==> src/rtl/interp8_pkg.sv <==
`timescale 1ns/1ps
// Shared definitions for the eight-times interpolating filter.
package interp8_pkg;
    // State of the sequential multiply-accumulate engine.
    typedef enum logic {
        RUN_IDLE = 1'b0,
        RUN_MAC  = 1'b1
    } run_state_e;

    // Default geometry shared by the sub-blocks.
    localparam int DEF_SAMPLE_W = 16;
    localparam int DEF_COEF_W   = 16;
    localparam int DEF_RATE     = 8;
    localparam int DEF_TAPS     = 12;
    localparam int DEF_ACC_W    = 40;
    localparam int DEF_FRAC_W   = 15;
endpackage

==> src/rtl/interp8_coef_bank.sv <==
`timescale 1ns/1ps
// Coefficient storage, arranged as RATE phase subsets of TAPS entries.
// Flat index n maps to phase n % RATE and tap n / RATE, so the subset
// for phase p holds h[p], h[p+RATE], ... Any write index at or above
// RATE*TAPS matches no cell and is dropped. Assumes one write per cycle.
module interp8_coef_bank #(
    parameter int COEF_W = 16,
    parameter int RATE   = 8,
    parameter int TAPS   = 12,
    parameter int ADDR_W = 7,
    parameter int PH_W   = 3,
    parameter int TAP_W  = 4
) (
    input  logic                     clk,
    input  logic                     rst_n,
    input  logic                     wr_en,
    input  logic [ADDR_W-1:0]        wr_addr,
    input  logic signed [COEF_W-1:0] wr_data,
    input  logic [PH_W-1:0]          rd_phase,
    input  logic [TAP_W-1:0]         rd_tap,
    output logic signed [COEF_W-1:0] rd_coef
);
    logic signed [COEF_W-1:0] bank [RATE][TAPS];

    // Clear on reset; store a write into the one cell whose flat index matches.
    always_ff @(posedge clk) begin
        if (!rst_n) begin
            for (int p = 0; p < RATE; p++) begin
                for (int k = 0; k < TAPS; k++) begin
                    bank[p][k] <= '0;
                end
            end
        end else if (wr_en) begin
            for (int p = 0; p < RATE; p++) begin
                for (int k = 0; k < TAPS; k++) begin
                    if (wr_addr == ADDR_W'(p + RATE * k)) begin
                        bank[p][k] <= wr_data;
                    end
                end
            end
        end
    end

    // Present the coefficient selected by the running phase and tap.
    always_comb begin
        rd_coef = bank[rd_phase][rd_tap];
    end
endmodule

==> src/rtl/interp8_delay_line.sv <==
`timescale 1ns/1ps
// History of the TAPS most recent low-rate samples. Entry 0 is newest.
// Only real samples are stored; the zero-stuffed positions never exist.
module interp8_delay_line #(
    parameter int SAMPLE_W = 16,
    parameter int TAPS     = 12,
    parameter int TAP_W    = 4
) (
    input  logic                       clk,
    input  logic                       rst_n,
    input  logic                       push,
    input  logic signed [SAMPLE_W-1:0] push_data,
    input  logic [TAP_W-1:0]           rd_tap,
    output logic signed [SAMPLE_W-1:0] rd_sample
);
    logic signed [SAMPLE_W-1:0] hist [TAPS];

    // Shift the history by one place on each new sample.
    always_ff @(posedge clk) begin
        if (!rst_n) begin
            for (int i = 0; i < TAPS; i++) begin
                hist[i] <= '0;
            end
        end else if (push) begin
            hist[0] <= push_data;
            for (int i = 1; i < TAPS; i++) begin
                hist[i] <= hist[i-1];
            end
        end
    end

    // Present the sample for the tap being accumulated.
    always_comb begin
        rd_sample = hist[rd_tap];
    end
endmodule

==> src/rtl/interp8_mac_ctrl.sv <==
`timescale 1ns/1ps
// Phase counter and sequential multiply-accumulate engine.
// A strobe seen while idle latches the phase to use (zero if a new sample
// arrives in the same cycle), then runs TAPS accumulate cycles, one tap per
// cycle. A strobe seen while running is ignored. acc_done pulses on the
// cycle after the last product is added. Assumes new samples arrive only
// while idle.
module interp8_mac_ctrl
    import interp8_pkg::*;
#(
    parameter int SAMPLE_W = 16,
    parameter int COEF_W   = 16,
    parameter int RATE     = 8,
    parameter int TAPS     = 12,
    parameter int ACC_W    = 40,
    parameter int PH_W     = 3,
    parameter int TAP_W    = 4
) (
    input  logic                       clk,
    input  logic                       rst_n,
    input  logic                       in_push,
    input  logic                       strobe,
    input  logic signed [SAMPLE_W-1:0] sample,
    input  logic signed [COEF_W-1:0]   coef,
    output logic [PH_W-1:0]            rd_phase,
    output logic [PH_W-1:0]            next_phase,
    output logic [TAP_W-1:0]           rd_tap,
    output logic                       busy,
    output logic signed [ACC_W-1:0]    acc,
    output logic                       acc_done
);
    localparam int PROD_W = SAMPLE_W + COEF_W;

    run_state_e               state_q;
    logic [PH_W-1:0]          phase_q;
    logic [PH_W-1:0]          cur_q;
    logic [TAP_W-1:0]         tap_q;
    logic signed [ACC_W-1:0]  acc_q;
    logic                     done_q;
    logic                     start;
    logic                     last_tap;
    logic [PH_W-1:0]          phase_inc;
    logic signed [PROD_W-1:0] prod;
    logic signed [ACC_W-1:0]  prod_ext;

    // Decode the start condition, last tap and the wrapped phase step.
    always_comb begin
        start     = strobe && (state_q == RUN_IDLE);
        last_tap  = (tap_q == TAP_W'(TAPS - 1));
        phase_inc = (phase_q == PH_W'(RATE - 1)) ? '0 : phase_q + PH_W'(1);
    end

    // Multiply the current tap pair and sign-extend it to accumulator width.
    always_comb begin
        prod     = sample * coef;
        prod_ext = {{(ACC_W - PROD_W){prod[PROD_W-1]}}, prod};
    end

    // Track the output phase: a new sample rewinds it, a start advances it.
    always_ff @(posedge clk) begin
        if (!rst_n) begin
            phase_q <= '0;
            cur_q   <= '0;
        end else if (start) begin
            cur_q   <= in_push ? '0 : phase_q;
            phase_q <= in_push ? PH_W'(1 % RATE) : phase_inc;
        end else if (in_push) begin
            phase_q <= '0;
        end
    end

    // Sequence one run of TAPS accumulate cycles.
    always_ff @(posedge clk) begin
        if (!rst_n) begin
            state_q <= RUN_IDLE;
            tap_q   <= '0;
            done_q  <= 1'b0;
        end else begin
            done_q <= (state_q == RUN_MAC) && last_tap;
            if (start) begin
                state_q <= RUN_MAC;
                tap_q   <= '0;
            end else if (state_q == RUN_MAC) begin
                if (last_tap) begin
                    state_q <= RUN_IDLE;
                    tap_q   <= '0;
                end else begin
                    tap_q <= tap_q + TAP_W'(1);
                end
            end
        end
    end

    // Clear the sum at start and add one product per running cycle.
    always_ff @(posedge clk) begin
        if (!rst_n) begin
            acc_q <= '0;
        end else if (start) begin
            acc_q <= '0;
        end else if (state_q == RUN_MAC) begin
            acc_q <= acc_q + prod_ext;
        end
    end

    // Drive the outputs from the registered state.
    always_comb begin
        rd_phase   = cur_q;
        next_phase = phase_q;
        rd_tap     = tap_q;
        busy       = (state_q == RUN_MAC);
        acc        = acc_q;
        acc_done   = done_q;
    end
endmodule

==> src/rtl/interp8_round_sat.sv <==
`timescale 1ns/1ps
// Output stage. Rounds the wide sum to OUT_W bits by adding half an LSB
// and shifting right arithmetically by FRAC_W, clamps the result to the
// OUT_W signed range and registers it with a one-cycle valid pulse.
// Assumes FRAC_W >= 0 and ACC_W is wide enough that the rounding add
// cannot overflow.
module interp8_round_sat #(
    parameter int ACC_W  = 40,
    parameter int OUT_W  = 16,
    parameter int FRAC_W = 15
) (
    input  logic                    clk,
    input  logic                    rst_n,
    input  logic                    load,
    input  logic signed [ACC_W-1:0] acc,
    output logic signed [OUT_W-1:0] out_sample,
    output logic                    out_valid
);
    localparam logic signed [ACC_W-1:0] MAX_V = ACC_W'((2 ** (OUT_W - 1)) - 1);
    localparam logic signed [ACC_W-1:0] MIN_V = -ACC_W'(2 ** (OUT_W - 1));

    logic signed [ACC_W-1:0] scaled;
    logic signed [OUT_W-1:0] clamped;

    // Choose the rounding step to match the fractional shift.
    generate
        if (FRAC_W > 0) begin : g_round
            localparam logic signed [ACC_W-1:0] HALF = ACC_W'(1) <<< (FRAC_W - 1);
            logic signed [ACC_W-1:0] biased;
            // Add half an LSB, then drop the fractional bits.
            always_comb begin
                biased = acc + HALF;
                scaled = biased >>> FRAC_W;
            end
        end else begin : g_pass
            // No fractional bits to drop.
            always_comb begin
                scaled = acc;
            end
        end
    endgenerate

    // Clamp to the output range.
    always_comb begin
        if (scaled > MAX_V) begin
            clamped = MAX_V[OUT_W-1:0];
        end else if (scaled < MIN_V) begin
            clamped = MIN_V[OUT_W-1:0];
        end else begin
            clamped = scaled[OUT_W-1:0];
        end
    end

    // Register the result and hold it until the next load.
    always_ff @(posedge clk) begin
        if (!rst_n) begin
            out_sample <= '0;
            out_valid  <= 1'b0;
        end else begin
            out_valid <= load;
            if (load) begin
                out_sample <= clamped;
            end
        end
    end
endmodule

==> src/rtl/interp8_fir.sv <==
`timescale 1ns/1ps
// Eight-times polyphase interpolating low-pass filter (top level).
// Each output applies the coefficient subset of the current phase to the
// stored real samples, so the zero-stuffed products are never formed.
// Assumes strobes are at least TAPS+1 cycles apart for full throughput,
// that new samples arrive while no run is in progress, and that
// coefficients are not rewritten during a run.
module interp8_fir #(
    parameter int SAMPLE_W = 16,
    parameter int COEF_W   = 16,
    parameter int RATE     = 8,
    parameter int TAPS     = 12,
    parameter int ACC_W    = 40,
    parameter int FRAC_W   = 15,
    localparam int ADDR_W  = $clog2(RATE * TAPS),
    localparam int PH_W    = (RATE > 1) ? $clog2(RATE) : 1,
    localparam int TAP_W   = (TAPS > 1) ? $clog2(TAPS) : 1
) (
    input  logic                clk,
    input  logic                rst_n,
    input  logic                in_valid,
    input  logic [SAMPLE_W-1:0] in_sample,
    input  logic                out_strobe,
    output logic [SAMPLE_W-1:0] out_sample,
    output logic                out_valid,
    input  logic                coef_we,
    input  logic [ADDR_W-1:0]   coef_addr,
    input  logic [COEF_W-1:0]   coef_data
);
    logic [PH_W-1:0]            cur_phase;
    logic [PH_W-1:0]            phase_q;
    logic [TAP_W-1:0]           tap_idx;
    logic                       mac_busy;
    logic                       acc_done;
    logic signed [ACC_W-1:0]    acc;
    logic signed [COEF_W-1:0]   coef_rd;
    logic signed [SAMPLE_W-1:0] samp_rd;
    logic signed [SAMPLE_W-1:0] out_s;

    interp8_coef_bank #(
        .COEF_W (COEF_W),
        .RATE   (RATE),
        .TAPS   (TAPS),
        .ADDR_W (ADDR_W),
        .PH_W   (PH_W),
        .TAP_W  (TAP_W)
    ) u_coef (
        .clk      (clk),
        .rst_n    (rst_n),
        .wr_en    (coef_we),
        .wr_addr  (coef_addr),
        .wr_data  ($signed(coef_data)),
        .rd_phase (cur_phase),
        .rd_tap   (tap_idx),
        .rd_coef  (coef_rd)
    );

    interp8_delay_line #(
        .SAMPLE_W (SAMPLE_W),
        .TAPS     (TAPS),
        .TAP_W    (TAP_W)
    ) u_hist (
        .clk       (clk),
        .rst_n     (rst_n),
        .push      (in_valid),
        .push_data ($signed(in_sample)),
        .rd_tap    (tap_idx),
        .rd_sample (samp_rd)
    );

    interp8_mac_ctrl #(
        .SAMPLE_W (SAMPLE_W),
        .COEF_W   (COEF_W),
        .RATE     (RATE),
        .TAPS     (TAPS),
        .ACC_W    (ACC_W),
        .PH_W     (PH_W),
        .TAP_W    (TAP_W)
    ) u_mac (
        .clk        (clk),
        .rst_n      (rst_n),
        .in_push    (in_valid),
        .strobe     (out_strobe),
        .sample     (samp_rd),
        .coef       (coef_rd),
        .rd_phase   (cur_phase),
        .next_phase (phase_q),
        .rd_tap     (tap_idx),
        .busy       (mac_busy),
        .acc        (acc),
        .acc_done   (acc_done)
    );

    interp8_round_sat #(
        .ACC_W  (ACC_W),
        .OUT_W  (SAMPLE_W),
        .FRAC_W (FRAC_W)
    ) u_out (
        .clk        (clk),
        .rst_n      (rst_n),
        .load       (acc_done),
        .acc        (acc),
        .out_sample (out_s),
        .out_valid  (out_valid)
    );

    // Pass the signed result to the plain output port.
    always_comb begin
        out_sample = out_s;
    end
endmodule

==> config.mk <==
export PLATFORM = sky130hd
export DESIGN_NAME = interp8_fir
export DESIGN_NICKNAME = d
export VERILOG_FILES = /design/src/rtl/interp8_pkg.sv /design/src/rtl/interp8_coef_bank.sv /design/src/rtl/interp8_delay_line.sv /design/src/rtl/interp8_mac_ctrl.sv /design/src/rtl/interp8_round_sat.sv /design/src/rtl/interp8_fir.sv
export SDC_FILE = /design/constraint.sdc
export NUM_CORES = 2
export LEC_CHECK = 0
export BUFFER_PORTS_ARGS = -buffer_cell sky130_fd_sc_hd__buf_2
export CORE_MARGIN = 2
export CORE_UTILIZATION = 50
export CTS_CLUSTER_SIZE = 8
export DETAILED_ROUTE_END_ITERATION = 16
export MAX_ROUTING_LAYER = met4
export PLACE_DENSITY = 0.65
export SYNTH_ARGS = -nofsm -noshare
export SYNTH_HDL_FRONTEND = slang
export SYNTH_HIERARCHICAL = 1
export SYNTH_SLANG_ARGS = --single-unit
export TNS_END_PERCENT = 10
==> constraint.sdc <==
create_clock -name clk -period 18.59 [get_ports clk]
set_clock_uncertainty 0.2 [all_clocks]
set_input_delay 1.859 -clock clk [delete_from_list [all_inputs] [get_ports clk]]
set_output_delay 1.859 -clock clk [all_outputs]
set_load 0.02 [all_outputs]
==> flow_metrics.env <==
export IMPL_outcome="completed"
export IMPL_die_width_um=426.5
export IMPL_postLayoutCellArea_mm2=0.09979
export IMPL_syn_area_mm2=0.08925
export IMPL_max_slew_margin_rel_pct=12.42
export IMPL_io_buffers=60
export IMPL_postCtsHoldBufs=0
export IMPL_postRouteAntennaNets=0
export IMPL_slowest_stage="dfxtp_4"
export IMPL_synthArstFlopShare_pct=0
export IMPL_clock_path_buffers=4
export IMPL_synth_nets=6394
export IMPL_ys_seq_elements=1797
export IMPL_grt_pass1_vias=53100
export IMPL_grt_pass1_wl_um=364500
export IMPL_grt_setup_unrepaired="false"
export IMPL_cts_tree="built"
export IMPL_drc=0
export IMPL_yosysUniqueCellTypes=90
export IMPL_io_pin_count=61
export IMPL_core_area_mm2=0.1778
export IMPL_finalSetupViolCount=0
export IMPL_post_cts_buffers=0
export IMPL_dieHeight_um=426.5
export IMPL_seq_area_mm2=0.05330
export IMPL_setup_tns_ns=0
export IMPL_power_mw=18.05
export IMPL_fin_crit_sh_pct=59.84
export IMPL_irDropWorstVdd_mv=0.5327
export IMPL_worst_setup_path_end_kind="flip-flop"
export IMPL_synth_edf_count=1728
export IMPL_syn2layout_area_growth_pct=11.81
export IMPL_min_to="u_out/out_sample[15]$_SDFFE_PN0P_"
export IMPL_postSynthCellCount=5901
export IMPL_clock_sinks=1797
export IMPL_cts_resized=0
export IMPL_synth_avg_cell_area_um2=15.13
export IMPL_num_rows=155
export IMPL_dr_pass1_iters=6
export IMPL_worst_pin_slew_ns=1.309
export IMPL_clock_latency_ns=0.93
export IMPL_vias_per_cell=6.181
export IMPL_clk_pin_slew_ns=0.05
export IMPL_post_dp_hpwl_um=154600
export IMPL_fill_cells=13790
export IMPL_worstRegToRegCells=28
export IMPL_htree_levels=5
export IMPL_track_usage_pct=28.52
export IMPL_critPathRequiredTime_ns=19.13
export IMPL_finalHoldViolations=0
export IMPL_hp_start="u_out/out_sample[15]$_SDFFE_PN0P_"
export IMPL_drtIter0Drc=6323
export IMPL_powerDensity_mw_per_mm2=180.9
export IMPL_start_kind="flip-flop"
export IMPL_hp_class="flip-flop to flip-flop"
export IMPL_antenna_found_initial=15
export IMPL_rrSetupSlack_ns=7.47
export IMPL_num_vias=52230
export IMPL_synthFlopType="edfxtp_1"
export IMPL_dieArea_mm2=0.1819
export IMPL_multi_input_area_mm2=0.03274
export IMPL_drive_gt1_share_pct=18.12
export IMPL_gp_congestion=0.9248
export IMPL_cts_root_buf="clkbuf_16"
export IMPL_period_minus_slack_ns=11.12
export IMPL_grt_overflow_total=0
export IMPL_path_class="flip-flop to flip-flop"
export IMPL_ys_seq_area_share_pct=59.68
export IMPL_cp_max_fo=41
export IMPL_routed_wl_um=248300
export IMPL_reg2reg_from="u_mac/rd_phase[1]$_SDFFE_PN0P_"
export IMPL_r2r_end="u_mac/acc[39]$_SDFFE_PP0P_"
export IMPL_slowest_delay_ns=0.81
export IMPL_max_cap_violations=0
export IMPL_max_freq_mhz=89.89
export IMPL_hold_depth=1
export IMPL_leakage_nw=36.52
export IMPL_cp_arrival_ns=11.66
export IMPL_yosysWarnings=6
export IMPL_numCtsBuffers=275
export IMPL_initial_core_util_pct=50.19
export IMPL_final_nets=6541
export IMPL_wl_per_cell_um=29.39
export IMPL_path_common_cell="fa_1"
export IMPL_dpl_cell_area_mm2=0.09253
export IMPL_slew_viol_final=0
export IMPL_grt_max_degree=118
## Yosys cell counts, types with 65 or more instances
cell type	instances	area, um2
edfxtp_1	1728	51890
and2_1	936	5856
inv_1	409	1535
mux4_2	400	9009
fa_1	330	6606
clkbuf_1	280	1051
nand2_1	243	912.1
and3_1	164	1026
o21ai_0	150	750.7
nor2_1	144	540.5
mux2i_1	120	1201
ha_1	119	1489
buf_2	77	385.4
dfxtp_1	69	1381
a21oi_1	68	340.3
nand3_1	65	325.3
## logic make-up (layout without fill, tap and decap cells)
group                    after synthesis  after routing  share of synthesized area, %
AND/OR/NAND/NOR                     1690           1690                         10.78
other                                  0              8                             0
multiplexers                         575            575                         12.23
adder cells (fa/ha/maj)              449            449                         9.070
XOR/XNOR                              52             52                        0.5103
AO/OA/AOI/OAI                        518            518                         3.922
flip-flops                          1797           1797                         59.68
buffers and inverters                820           1005                         3.800
## report_power, final
group          total (mW)  internal, mW  switching [mW]
logic                8.91          3.72            5.20
registers            4.81          4.73          0.0890
clock network        4.32          2.67            1.65
## flip-flops by register name, summed over array words and instances (netlist names)
| name | cells |
|---|---|
| u_mac/busy | 1 |
| u_mac/acc | 40 |
| u_hist/hist | 192 |
| u_mac/acc_done | 1 |
| u_coef/bank | 1536 |
| u_out/out_valid | 1 |
| u_mac/rd_tap | 4 |
| u_out/out_sample | 16 |
| u_mac/next_phase | 3 |
| u_mac/rd_phase | 3 |
## through the flow
stage | cells | hold slack, ns | setup WS (ns) | util, %
after floorplan | 5901 | 0.2603 | 10.46 | -
after global placement | 8125 | 0.2620 | 7.627 | 52.01
after detailed placement | 8126 | 0.2722 | 7.479 | 52.03
after CTS | 8441 | 0.2839 | 7.457 | 56.10
after global routing | 8446 | 0.3005 | 6.892 | 56.11
final | 8449 | 0.2825 | 7.466 | 56.11
## layout by cell type (no fill, tap or decap), types with 25 or more instances in the layout
cell	instances
edfxtp_1	1728
and2_1	920
inv_1	409
mux4_2	400
fa_1	330
clkbuf_16	283
nand2_1	243
buf_4	219
and3_1	164
nor2_1	144
mux2i_1	120
ha_1	119
o21ai_1	93
a21oi_1	68
nand3_1	65
dfxtp_1	61
buf_2	58
o21ai_0	56
o22ai_1	48
mux2_2	48
a22oi_1	36
xnor2_1	32
o221ai_1	31
clkbuf_1	25
a22o_1	25
## worst max path at each step
stage | to | depth (start not counted) | start | slack [ns]
finish | u_mac/acc[39]$_SDFFE_PP0P_ | 28 | u_mac/rd_phase[1]$_SDFFE_PN0P_ | 7.47
detailed placement | u_mac/acc[39]$_SDFFE_PP0P_ | 28 | u_mac/rd_phase[1]$_SDFFE_PN0P_ | 7.48
global route | u_mac/acc[34]$_SDFFE_PP0P_ | 29 | u_mac/rd_phase[1]$_SDFFE_PN0P_ | 6.89
floorplan | u_mac/acc[35]$_SDFFE_PP0P_ | 30 | u_mac/rd_phase[1]$_SDFFE_PN0P_ | 10.46
global placement | u_mac/acc[35]$_SDFFE_PP0P_ | 30 | u_mac/rd_phase[1]$_SDFFE_PN0P_ | 7.63
CTS | u_mac/acc[39]$_SDFFE_PP0P_ | 28 | u_mac/rd_phase[1]$_SDFFE_PN0P_ | 7.46
## cell type report
cell class	instances	area share (%)
sequential	1797	53.41
inverter	409	1.538
timing repair buffer	281	2.021
multi-input combinational	3284	32.80
clock buffer	308	7.191
tap	2355	2.953
antenna	8	0.02006
clock inverter	7	0.06645
## metal layers
metal / vias up / global-route usage [%] / wire length, um
met1: 27210 / 37.05 / 95330
met5: - / - / 0
li1: 21820 / - / -
met3: 589 / 4.480 / 21270
met2: 2607 / 44.37 / 118600
met4: 0 / 13.37 / 13110
## worst max-delay path, delay by kind of cell, from the launching register on
| family | cells | cell delay [ns] |
|---|---|---|
| buffers and inverters | 8 | 2.38 |
| flip-flops | 1 | 0.81 |
| adder cells (fa/ha/maj) | 7 | 3.77 |
| XOR/XNOR | 1 | 0.13 |
| multiplexers | 1 | 0.59 |
| AO/OA/AOI/OAI | 8 | 2.09 |
| AND/OR/NAND/NOR | 3 | 0.85 |
No activity file was read; power rests on OpenSTA's default activity.
